===== src/rtl/adcseq_pkg.sv =====
package adcseq_pkg;

  typedef enum logic [1:0] {S_IDLE, S_ARM, S_READ} seqState_t;

  // strobes from control to datapath
  typedef struct packed {
    logic loadConv;
    logic loadGap;
    logic clrPhase;
    logic capLow;
    logic capHigh;
    logic emit;
    logic setErr;
    logic clrErr;
  } seqStrobe_t;

  // what a given read step of a sequence does
  typedef struct packed {
    logic hbenVal;
    logic isStart;
    logic waitBusy;
    logic waitConv;
    logic capLow;
    logic capHigh;
    logic isLast;
  } stepAttr_t;

  function automatic stepAttr_t stepAttr(input logic rom, input logic byteW,
                                         input logic [1:0] step);
    stepAttr_t a;
    a = '0;
    unique case ({rom, byteW})
      2'b00: begin
        a.isStart = 1'b1; a.waitBusy = 1'b1; a.isLast = 1'b1;
      end
      2'b01: begin
        if (step == 2'd0) begin
          a.isStart = 1'b1; a.waitBusy = 1'b1; a.capLow = 1'b1;
        end else begin
          a.hbenVal = 1'b1; a.capHigh = 1'b1; a.isLast = 1'b1;
        end
      end
      2'b10: begin
        a.isStart = 1'b1;
        a.isLast  = (step != 2'd0);
      end
      default: begin
        if (step == 2'd0) begin
          a.isStart = 1'b1;
        end else if (step == 2'd1) begin
          a.hbenVal = 1'b1; a.waitConv = 1'b1; a.capHigh = 1'b1;
        end else begin
          a.isStart = 1'b1; a.capLow = 1'b1; a.isLast = 1'b1;
        end
      end
    endcase
    return a;
  endfunction

endpackage


===== src/rtl/adcseq_datapath.sv =====
module adcseq_datapath
  import adcseq_pkg::*;
#(
  parameter int RD_LOW_CYC  = 3,
  parameter int RD_GAP_CYC  = 25,
  parameter int CONV_CYC    = 24,
  parameter int ACQ_CYC     = 8,
  parameter int TIMEOUT_CYC = 64
) (
  input  logic        clk,
  input  logic        rstN,
  input  seqStrobe_t  stb,
  input  logic [11:0] busIn,
  output logic        convZero,
  output logic        convLeAcq,
  output logic        gapZero,
  output logic        lowDone,
  output logic        busyTimeout,
  output logic [15:0] resultData,
  output logic        resultValid,
  output logic        timeoutErr
);

  localparam int CONV_TOT = CONV_CYC + ACQ_CYC;
  localparam int CW       = $clog2(CONV_TOT + 1);
  localparam int GW       = $clog2(RD_GAP_CYC + 1);
  localparam int PMAX     = (TIMEOUT_CYC > RD_LOW_CYC) ? TIMEOUT_CYC : RD_LOW_CYC;
  localparam int PW       = $clog2(PMAX + 1);

  logic [CW-1:0] convTimer;
  logic [GW-1:0] gapTimer;
  logic [PW-1:0] phaseCnt;
  logic [7:0]    lowByte;
  logic [3:0]    highNib;

  assign convZero    = (convTimer == '0);
  assign convLeAcq   = (convTimer <= CW'(ACQ_CYC));
  assign gapZero     = (gapTimer == '0);
  assign lowDone     = (phaseCnt >= PW'(RD_LOW_CYC - 1));
  assign busyTimeout = (phaseCnt >= PW'(TIMEOUT_CYC - 1));

  always_ff @(posedge clk or negedge rstN) begin
    if (!rstN) begin
      convTimer   <= '0;
      gapTimer    <= '0;
      phaseCnt    <= '0;
      lowByte     <= '0;
      highNib     <= '0;
      resultData  <= '0;
      resultValid <= 1'b0;
      timeoutErr  <= 1'b0;
    end else begin
      if (stb.loadConv)       convTimer <= CW'(CONV_TOT);
      else if (!convZero)     convTimer <= convTimer - 1'b1;

      if (stb.loadGap)        gapTimer <= GW'(RD_GAP_CYC);
      else if (!gapZero)      gapTimer <= gapTimer - 1'b1;

      if (stb.clrPhase)                 phaseCnt <= '0;
      else if (phaseCnt != PW'(PMAX))   phaseCnt <= phaseCnt + 1'b1;

      if (stb.capLow)  lowByte <= busIn[7:0];
      if (stb.capHigh) highNib <= busIn[3:0];

      resultValid <= stb.emit;
      if (stb.emit) begin
        if (stb.capLow)       resultData <= {4'b0, highNib, busIn[7:0]};
        else if (stb.capHigh) resultData <= {4'b0, busIn[3:0], lowByte};
        else                  resultData <= {4'b0, busIn};
      end

      if (stb.setErr)      timeoutErr <= 1'b1;
      else if (stb.clrErr) timeoutErr <= 1'b0;
    end
  end

  // result valid is a single-cycle pulse
  p_valid_pulse_r2: assert property (@(posedge clk) disable iff (!rstN)
    resultValid |=> !resultValid);

  // an aborted read never reports a result at the same time
  p_err_no_valid_r9: assert property (@(posedge clk) disable iff (!rstN)
    $rose(timeoutErr) |-> !resultValid);

endmodule


===== src/rtl/adcseq_ctrl.sv =====
module adcseq_ctrl
  import adcseq_pkg::*;
#(
  parameter int RD_LOW_CYC  = 3,
  parameter int RD_GAP_CYC  = 25,
  parameter int CONV_CYC    = 24,
  parameter int ACQ_CYC     = 8
) (
  input  logic       clk,
  input  logic       rstN,
  input  logic       reqValid,
  input  logic       modeRom,
  input  logic       modeByte,
  input  logic       busyN,
  input  logic       convZero,
  input  logic       convLeAcq,
  input  logic       gapZero,
  input  logic       lowDone,
  input  logic       busyTimeout,
  output seqStrobe_t stb,
  output logic       rdN,
  output logic       hben
);

  seqState_t  state;
  logic [1:0] step;
  logic       romSel, byteSel, reqPending;
  logic       accept, ready, done, abort;
  stepAttr_t  cur;

  assign cur = stepAttr(romSel, byteSel, step);

  always_comb begin
    stb    = '0;
    accept = 1'b0;
    ready  = 1'b0;
    done   = 1'b0;
    abort  = 1'b0;
    unique case (state)
      S_IDLE: begin
        accept     = reqValid || reqPending;
        stb.clrErr = accept;
      end
      S_ARM: begin
        ready = gapZero && (hben == cur.hbenVal) &&
                (!cur.isStart || convZero) && (!cur.waitConv || convLeAcq);
        stb.clrPhase = ready;
        stb.loadConv = ready && cur.isStart;
      end
      S_READ: begin
        done  = lowDone && (!cur.waitBusy || busyN);
        abort = !done && cur.waitBusy && busyTimeout;
        stb.loadGap = done || abort;
        stb.capLow  = done && cur.capLow;
        stb.capHigh = done && cur.capHigh;
        stb.emit    = done && cur.isLast;
        stb.setErr  = abort;
      end
      default: ;
    endcase
  end

  always_ff @(posedge clk or negedge rstN) begin
    if (!rstN) begin
      state      <= S_IDLE;
      step       <= '0;
      romSel     <= 1'b0;
      byteSel    <= 1'b0;
      reqPending <= 1'b0;
      rdN        <= 1'b1;
      hben       <= 1'b0;
    end else begin
      reqPending <= (reqPending || reqValid) && !accept;
      unique case (state)
        S_IDLE: if (accept) begin
          state   <= S_ARM;
          step    <= '0;
          romSel  <= modeRom;
          byteSel <= modeByte;
        end
        S_ARM: begin
          hben <= cur.hbenVal;
          if (ready) begin
            state <= S_READ;
            rdN   <= 1'b0;
          end
        end
        S_READ: begin
          if (done) begin
            rdN <= 1'b1;
            if (cur.isLast) state <= S_IDLE;
            else begin
              state <= S_ARM;
              step  <= step + 2'd1;
            end
          end else if (abort) begin
            rdN   <= 1'b1;
            state <= S_IDLE;
          end
        end
        default: state <= S_IDLE;
      endcase
    end
  end

  // observation counters for the timing assertions
  localparam int CONV_TOT = CONV_CYC + ACQ_CYC;
  localparam int LW = $clog2(RD_LOW_CYC + 1);
  localparam int HW = $clog2(RD_GAP_CYC + 1);
  localparam int SW = $clog2(CONV_TOT + 1);

  logic [LW-1:0] rdLowLen;
  logic [HW-1:0] rdHighLen;
  logic [SW-1:0] sinceStart;
  logic          rdNd;

  always_ff @(posedge clk or negedge rstN) begin
    if (!rstN) begin
      rdLowLen   <= '0;
      rdHighLen  <= HW'(RD_GAP_CYC);
      sinceStart <= SW'(CONV_TOT);
      rdNd       <= 1'b1;
    end else begin
      rdNd <= rdN;
      if (rdN) rdLowLen <= '0;
      else if (rdLowLen != LW'(RD_LOW_CYC)) rdLowLen <= rdLowLen + 1'b1;
      if (!rdN) rdHighLen <= '0;
      else if (rdHighLen != HW'(RD_GAP_CYC)) rdHighLen <= rdHighLen + 1'b1;
      if (rdNd && !rdN && !hben) sinceStart <= SW'(1);
      else if (sinceStart != SW'(CONV_TOT)) sinceStart <= sinceStart + 1'b1;
    end
  end

  // byte select steady around and during a read
  p_hben_steady_r6: assert property (@(posedge clk) disable iff (!rstN)
    (!rdN || !$past(rdN)) |-> $stable(hben));

  // minimum read pulse width
  p_rd_width_r8: assert property (@(posedge clk) disable iff (!rstN)
    $rose(rdN) |-> (rdLowLen >= LW'(RD_LOW_CYC)));

  // minimum spacing between reads
  p_rd_gap_r7: assert property (@(posedge clk) disable iff (!rstN)
    $fell(rdN) |-> (rdHighLen >= HW'(RD_GAP_CYC)));

  // spacing between conversion starts
  p_conv_space_r9: assert property (@(posedge clk) disable iff (!rstN)
    ($fell(rdN) && !hben) |-> (sinceStart >= SW'(CONV_TOT)));

endmodule


===== src/rtl/adc_read_seq.sv =====
module adc_read_seq
  import adcseq_pkg::*;
#(
  parameter int RD_LOW_CYC  = 3,
  parameter int RD_GAP_CYC  = 25,
  parameter int CONV_CYC    = 24,
  parameter int ACQ_CYC     = 8,
  parameter int TIMEOUT_CYC = 64
) (
  input  logic        clk,
  input  logic        rstN,
  input  logic        reqValid,
  input  logic        modeRom,
  input  logic        modeByte,
  input  logic        busyN,
  input  logic [11:0] busIn,
  output logic        csN,
  output logic        rdN,
  output logic        hben,
  output logic [15:0] resultData,
  output logic        resultValid,
  output logic        timeoutErr
);

  seqStrobe_t stb;
  logic convZero, convLeAcq, gapZero, lowDone, busyTimeout;

  adcseq_ctrl #(
    .RD_LOW_CYC(RD_LOW_CYC), .RD_GAP_CYC(RD_GAP_CYC),
    .CONV_CYC(CONV_CYC), .ACQ_CYC(ACQ_CYC)
  ) u_ctrl (
    .clk(clk), .rstN(rstN), .reqValid(reqValid), .modeRom(modeRom),
    .modeByte(modeByte), .busyN(busyN), .convZero(convZero),
    .convLeAcq(convLeAcq), .gapZero(gapZero), .lowDone(lowDone),
    .busyTimeout(busyTimeout), .stb(stb), .rdN(rdN), .hben(hben)
  );

  adcseq_datapath #(
    .RD_LOW_CYC(RD_LOW_CYC), .RD_GAP_CYC(RD_GAP_CYC), .CONV_CYC(CONV_CYC),
    .ACQ_CYC(ACQ_CYC), .TIMEOUT_CYC(TIMEOUT_CYC)
  ) u_dp (
    .clk(clk), .rstN(rstN), .stb(stb), .busIn(busIn), .convZero(convZero),
    .convLeAcq(convLeAcq), .gapZero(gapZero), .lowDone(lowDone),
    .busyTimeout(busyTimeout), .resultData(resultData),
    .resultValid(resultValid), .timeoutErr(timeoutErr)
  );

  assign csN = rdN;

endmodule


===== config.mk =====
export PLATFORM = sky130hd
export DESIGN_NAME = adc_read_seq
export DESIGN_NICKNAME = d
export VERILOG_FILES = /design/src/rtl/adcseq_pkg.sv /design/src/rtl/adcseq_datapath.sv /design/src/rtl/adcseq_ctrl.sv /design/src/rtl/adc_read_seq.sv
export SDC_FILE = /design/constraint.sdc
export NUM_CORES = 1
export LEC_CHECK = 0
export BUFFER_PORTS_ARGS = -buffer_cell sky130_fd_sc_hd__buf_2
export CAP_MARGIN = 10
export CORE_ASPECT_RATIO = 1.4
export CORE_MARGIN = 1.5
export CORE_UTILIZATION = 57
export CTS_CLUSTER_DIAMETER = 150
export CTS_CLUSTER_SIZE = 30
export DETAILED_ROUTE_END_ITERATION = 7
export PLACE_DENSITY_LB_ADDON = 0.12
export SLEW_MARGIN = 10
export SYNTH_ARGS = -nofsm -noshare
export SYNTH_HDL_FRONTEND = slang
export SYNTH_HIERARCHICAL = 1
export SYNTH_SLANG_ARGS = --single-unit

===== constraint.sdc =====
create_clock -name clk -period 3.1 [get_ports clk]
set_clock_uncertainty 0.2 [all_clocks]
set_input_delay 0.155 -clock clk [delete_from_list [all_inputs] [get_ports clk]]
set_output_delay 0.155 -clock clk [all_outputs]
set_load 0.005 [all_outputs]

==> impl_metrics.tcl, run 1 <==
set metrics [dict create \
    clkPwrFrac 0.202 \
    cts_tree "built" \
    vias_per_cell 5.31 \
    r2r_cells 9 \
    die_x_microns 61.9 \
    finalCriticalPeriod_ns 2.86 \
    wl_per_cell_microns 13.9 \
    cp.buffers_inverters 1 \
    vdd_drop_max_uv 474 \
    slowest_stage "or4_4" \
    antenna_found_initial 0 \
    drcViolationCount 0 \
    power_density_nw_per_um2 712 \
    timing.rr.end "u_dp/resultData[5]$_DFFE_PN0P_" \
    final_common_cell "dfrtp_1" \
    grt_max_degree 37 \
    first_global_vias 1985 \
    dr.pass1.iters 4 \
    setup_viol 0 \
    gp_congestion 0.760 \
    cts.sinks 53 \
    p_comb_frac 0.335 \
    clk_latency_ns 0.30 \
    rsz0062_at_grt "no" \
    place.port_buffers 34 \
    synth-seq-cells 53 \
    antenna_cells 0 \
    reg2reg_from "u_dp/phaseCnt[2]$_DFFE_PN0P_" \
    synth_top_flop_cell "dfrtp_1" \
    worstSetupStartpointType "flip-flop" \
    crit_cells 9 \
    clockRootBuffer "clkbuf_8" \
    postRouteWirelength_microns 5170 \
    path_max_fanout 9 \
    internal_power_mw 1.49 \
    crit_path_start "u_dp/phaseCnt[2]$_DFFE_PN0P_" \
    p_sw_mw 0.802 \
    p_leak_nw 1.51 \
    drv_cap 0 \
    p_sw_frac 0.350 \
    cpPeakStageDelay_ns 0.59 \
    cts_buffers 5 \
    vias 1981 \
    clk_pin_slew_ns 0.09 \
    cts_setup_buffers 0 \
    hold_depth 4 \
    initial_utilization 0.600 \
    syn_area_sq_um 2770 \
    path_class "reg2reg" \
    yosysSeqAreaShare 0.480 \
    grt-ovfl-total 0 \
    cp_cell_sequence "or4_4 -> or4_1 -> o31a_1 -> nand2_1 -> nor2_2 -> nor2b_1 -> buf_4 -> mux2i_1 -> a21oi_1" \
    total_power_mw 2.29 \
    synth-edff-count 0 \
    outcome "finished clean" \
    final_nets 336 \
    core_sq_um 4610 \
    required_ns 3.06 \
    setup-tns-final_ns 0 \
    cp-endpoint "u_dp/resultData[5]$_DFFE_PN0P_" \
    synth_cell_type_count 51 \
    end_kind "flip-flop" \
    cpLargestDelayFamily "simple AND/OR/NAND/NOR gates" \
    cts_buffer_depth 2 \
    die-height_microns 85.4 \
    drive_above_1_share 0.257 \
    ant_nets 0 \
    fmax_mhz 350 \
    p_seq_frac 0.463 \
    synthArstFlopShare 1.00 \
    hpwl_microns 3790 \
    min_path_type "in2reg" \
    slew_headroom 0.485 \
    grt_use_total 0.223 \
    dr.first_iter.drc_count 93 \
    num_io_pins 39 \
    ys_warn_count 6 \
    hold_viol 0 \
    finalMaxSlewViolations 0 \
    cp.arrival_ns 2.82 \
    reg2reg_slack_ns 0.24 \
    syn_inst 264 \
    htreeDepth 2 \
    grt_pass1_wl_microns 8790 \
    area_delta_synth_final_pct 16.2 \
    avgSynthCellArea_sq_um 10.5 \
    worst_slew_pin_slew_ns 0.770 \
    final_cell_mix "dfrtp_1 (52), buf_2 (34), nor2_1 (27), mux2_2 (21)" \
    rows 29 \
    timing.final.crit_share 0.923 \
    die-area_sq_um 5290 \
]
layer usage:
layer	global-route usage	share of wire	vias up
li1	-	-	1008
met1	0.271	0.43	941
met2	0.379	0.53	27
met3	0.0473	0.025	5
met4	0.0774	0.014	0
met5	0	0	-
synth_stat cells, types with 2 or more instances:
cell type	instances	area, sq um
a211oi_1	3	22.5
a21o_1	5	37.5
a21oi_1	14	70.1
and2_1	2	12.5
buf_2	5	25.0
buf_4	7	52.6
clkbuf_1	5	18.8
dfrtp_1	52	1300
ha_1	8	100
inv_1	13	48.8
mux2_2	21	236
mux2i_1	14	140
nand2_1	13	48.8
nand2b_1	4	25.0
nand3_1	7	35.0
nor2_1	28	105
nor2b_1	6	37.5
nor3_1	5	25.0
nor3b_1	3	22.5
o211ai_1	4	30.0
o21ai_0	12	60.1
or3_1	2	12.5
xnor2_1	2	17.5
xor2_1	2	17.5
stage by stage:
| step | hold slack (ns) | setup slack [ns] | util | area [sq um] | cells |
|---|---|---|---|---|---|
| 5_1_grt | 0.0913 | 0.0907 | 0.698 | 3220 | 373 |
| 4_1_cts | 0.0626 | 0.155 | 0.697 | 3210 | 373 |
| 3_5_place_dp | -0.0964 | 0.167 | 0.647 | 2980 | 353 |
| 2_1_floorplan | -0.341 | 0.294 | - | 2780 | 267 |
| 6_report | 0.0770 | 0.239 | 0.698 | 3220 | 373 |
| 3_3_place_gp | -0.0998 | 0.242 | 0.647 | 2980 | 353 |
area by class of cell:
class,count,area (sq um)
fillers,374,1390
flip-flops and latches,53,1330
multi-input cells,184,1310
repair buffers,53,343
well taps,62,77.6
clock buffers,6,72.6
inverters,13,48.8
clock inverters,2,38.8
worst register-to-register path: stages, from the launching register on:
cell     delay (ns)
dfrtp_1        0.44
or4_4          0.59
or4_1          0.49
o31a_1         0.18
nand2_1        0.13
nor2_2         0.12
nor2b_1        0.16
buf_4          0.18
mux2i_1        0.16
a21oi_1        0.08
sequential cells by signal, summed over array words and instances (netlist names):
| register | flops |
|---|---|
| u_dp/resultData | 12 |
| u_dp/lowByte | 8 |
| u_dp/phaseCnt | 7 |
| u_dp/convTimer | 6 |
| u_dp/gapTimer | 5 |
| u_dp/highNib | 4 |
| u_ctrl/state | 2 |
| u_ctrl/step | 2 |
| u_ctrl/byteSel | 1 |
| u_ctrl/hben | 1 |
| u_ctrl/rdN | 1 |
| u_ctrl/reqPending | 1 |
| u_ctrl/romSel | 1 |
| u_dp/resultValid | 1 |
| u_dp/timeoutErr | 1 |
power by group through the flow:
stage                     Sequential [mW]  Combinational [mW]  Clock [mW]
after floorplan                      1.02               0.610           0
after global placement               1.07               0.730           0
after detailed placement             1.07               0.755           0
after CTS                            1.06               0.772       0.477
after global routing                 1.10               0.884       0.506
final                                1.06               0.767       0.463
how the worst min path moves through the flow:
stage / from / endpoint / slack, ns
after global placement: rstN / u_dp/gapTimer[1]$_DFFE_PN0P_ / -0.1
after detailed placement: rstN / u_dp/gapTimer[1]$_DFFE_PN0P_ / -0.1
after floorplan: rstN / u_ctrl/byteSel$_DFFE_PN0P_ / -0.34
after CTS: busIn[10] / u_dp/resultData[10]$_DFFE_PN0P_ / 0.06
final: busyN / u_ctrl/state[1]$_DFFE_PN0P_ / 0.08
after global routing: busIn[10] / u_dp/resultData[10]$_DFFE_PN0P_ / 0.09
logic make-up (layout without fill, tap and decap cells):
group	Yosys count	in the layout	synth area share
other	1	4	0.00136
multiplexers	35	35	0.136
adder cells (fa/ha/maj)	8	8	0.0362
AND/OR/NAND/NOR	82	82	0.161
AO/OA/AOI/OAI	51	51	0.120
flip-flops	53	53	0.480
XOR/XNOR	4	4	0.0127
buffers and inverters	30	74	0.0525
timing repair:
item / in CTS / in global routing
resized for setup: 0 / 1
endpoints found under the setup margin: 0 / 2
hold buffers: 12 / 0
endpoints found under the hold margin: 37 / 0
Note: power is estimated with default switching activity, not from simulation.
==> run 2: changes to the inputs <==
CORE_UTILIZATION = 40   (was 57)
SKIP_LAST_GASP = 1   (was not set)
==> impl_metrics.tcl, run 2 (synthesized netlist as in run 1, its figures left out) <==
set metrics [dict create \
    outcome "finished clean" \
    cts_buffers 5 \
    dr.first_iter.drc_count 58 \
    vias 1991 \
    first_global_vias 1935 \
    final_common_cell "dfrtp_1" \
    area_delta_synth_final_pct 16.9 \
    p_sw_frac 0.366 \
    wl_per_cell_microns 13.0 \
    top_register "u_dp/resultData" \
    reg_top3 "u_dp/resultData x12, u_dp/lowByte x8, u_dp/phaseCnt x7" \
    cts_buffer_depth 2 \
    die_x_microns 73.3 \
    vias_per_cell 4.94 \
    cts.sinks 53 \
    num_io_pins 39 \
    cp_cell_sequence "or4_4 -> or4_1 -> o31a_1 -> nand2_1 -> nor2_2 -> nor2b_1 -> buf_4 -> mux2i_1 -> a21oi_1" \
    antenna_cells 0 \
    min_path_type "in2reg" \
    post_layout_nonfiller_instances 403 \
    worstSetupStartpointType "flip-flop" \
    final_cell_mix "dfrtp_1 (52), buf_2 (34), nor2_1 (27), mux2_2 (21)" \
    cp.arrival_ns 2.84 \
    worst_slew_pin_slew_ns 0.985 \
    die-area_sq_um 7430 \
    clockRootBuffer "clkbuf_8" \
    power_density_nw_per_um2 683 \
    path_class "reg2reg" \
    internal_power_mw 1.40 \
    clkPwrFrac 0.176 \
    core_sq_um 6660 \
    gp_congestion 0.773 \
    place.port_buffers 34 \
    grt_pass1_wl_microns 8940 \
    grt_use_total 0.154 \
    final_util 0.486 \
    reg2reg_slack_ns 0.20 \
    dp_cells 383 \
    cpPeakStageDelay_ns 0.58 \
    grt-ovfl-total 0 \
    rsz0062_at_grt "no" \
    die-height_microns 101 \
    drcViolationCount 0 \
    grt_max_degree 39 \
    p_leak_nw 1.49 \
    slew_headroom 0.341 \
    finalMaxSlewViolations 0 \
    hold_viol 0 \
    p_comb_frac 0.344 \
    vdd_drop_max_uv 327 \
    postRouteWirelength_microns 5240 \
    antenna_found_initial 0 \
    p_sw_mw 0.808 \
    end_kind "flip-flop" \
    timing.final.crit_share 0.937 \
    p_seq_frac 0.480 \
    largest_register_ffs 12 \
    hpwl_microns 3730 \
    cts_tree "built" \
    path_max_fanout 9 \
    required_ns 3.04 \
    initial_utilization 0.416 \
    nFillCells 646 \
    ant_nets 0 \
    setup_viol 0 \
    rows 35 \
    fmax_mhz 344 \
    htreeDepth 2 \
    finalCriticalPeriod_ns 2.90 \
    dr.pass1.iters 4 \
    setup-tns-final_ns 0 \
    final_nets 336 \
    clk_pin_slew_ns 0.10 \
    drive_above_1_share 0.260 \
    slowest_stage "or4_4" \
    drv_cap 0 \
    clk_latency_ns 0.30 \
]
run 2: what timing repair did:
action                                  4_1_cts  5_1_grt
endpoints found under the setup margin        0        6
endpoints found under the hold margin        38        0
buffers inserted                              0        0
hold buffers                                 12        0
resized for setup                             0        1
run 2: path summary, 6_finish.rpt:
path | startpoint | to | cells after the start
worst max-delay path | u_dp/phaseCnt[2]$_DFFE_PN0P_ | u_dp/resultData[0]$_DFFE_PN0P_ | 9
worst min-delay path | busIn[10] | u_dp/resultData[10]$_DFFE_PN0P_ | 4
worst max register to register | u_dp/phaseCnt[2]$_DFFE_PN0P_ | u_dp/resultData[0]$_DFFE_PN0P_ | 9
worst min register to register | u_dp/timeoutErr$_DFFE_PN0P_ | u_dp/timeoutErr$_DFFE_PN0P_ | 1
max in group asynchronous | rstN | u_ctrl/rdN$_DFFE_PN1P_ | 3
min in group asynchronous | rstN | u_dp/gapTimer[4]$_DFFE_PN0P_ | 2
run 2: power by group through the flow:
stage / registers (mW) / logic (mW) / clock network [mW]
after floorplan: 1.02 / 0.610 / 0
after global placement: 1.07 / 0.738 / 0
after detailed placement: 1.08 / 0.750 / 0
after CTS: 1.06 / 0.766 / 0.412
after global routing: 1.10 / 0.873 / 0.440
final: 1.06 / 0.760 / 0.388
run 2: per-layer routing:
layer	share of wire	track usage	vias up
li1	-	-	1003
met1	0.45	0.179	958
met4	0.0069	0.0479	0
met2	0.52	0.278	28
met3	0.031	0.0328	2
met5	0	0	-
run 2: final cells by class:
cell class | count | area [sq um] | share of cell area
clock buffer | 5 | 68.8 | 0.0213
multi-input combinational | 184 | 1310 | 0.404
clock inverter | 3 | 22.5 | 0.00697
timing repair buffer | 53 | 343 | 0.106
inverter | 13 | 48.8 | 0.0151
sequential | 53 | 1330 | 0.411
tap | 92 | 115 | 0.0356
run 2: critical path, delay by kind of cell, from the launching register on:
family          cells  cell delay (ns)
simple gates        5             1.49
flops               1             0.45
compound gates      2             0.25
buf+inv             1             0.19
mux                 1             0.16
run 2: metrics by stage:
stage                     cell area (sq um)  hold WS [ns]  power [mW]  setup slack (ns)
after global placement                 3020        -0.108        1.81             0.187
after detailed placement               3020        -0.108        1.83             0.146
after CTS                              3230        0.0542        2.24             0.108
after floorplan                        2780        -0.341        1.63             0.294
final                                  3230        0.0678        2.21             0.197
after global routing                   3230        0.0822        2.41            0.0266
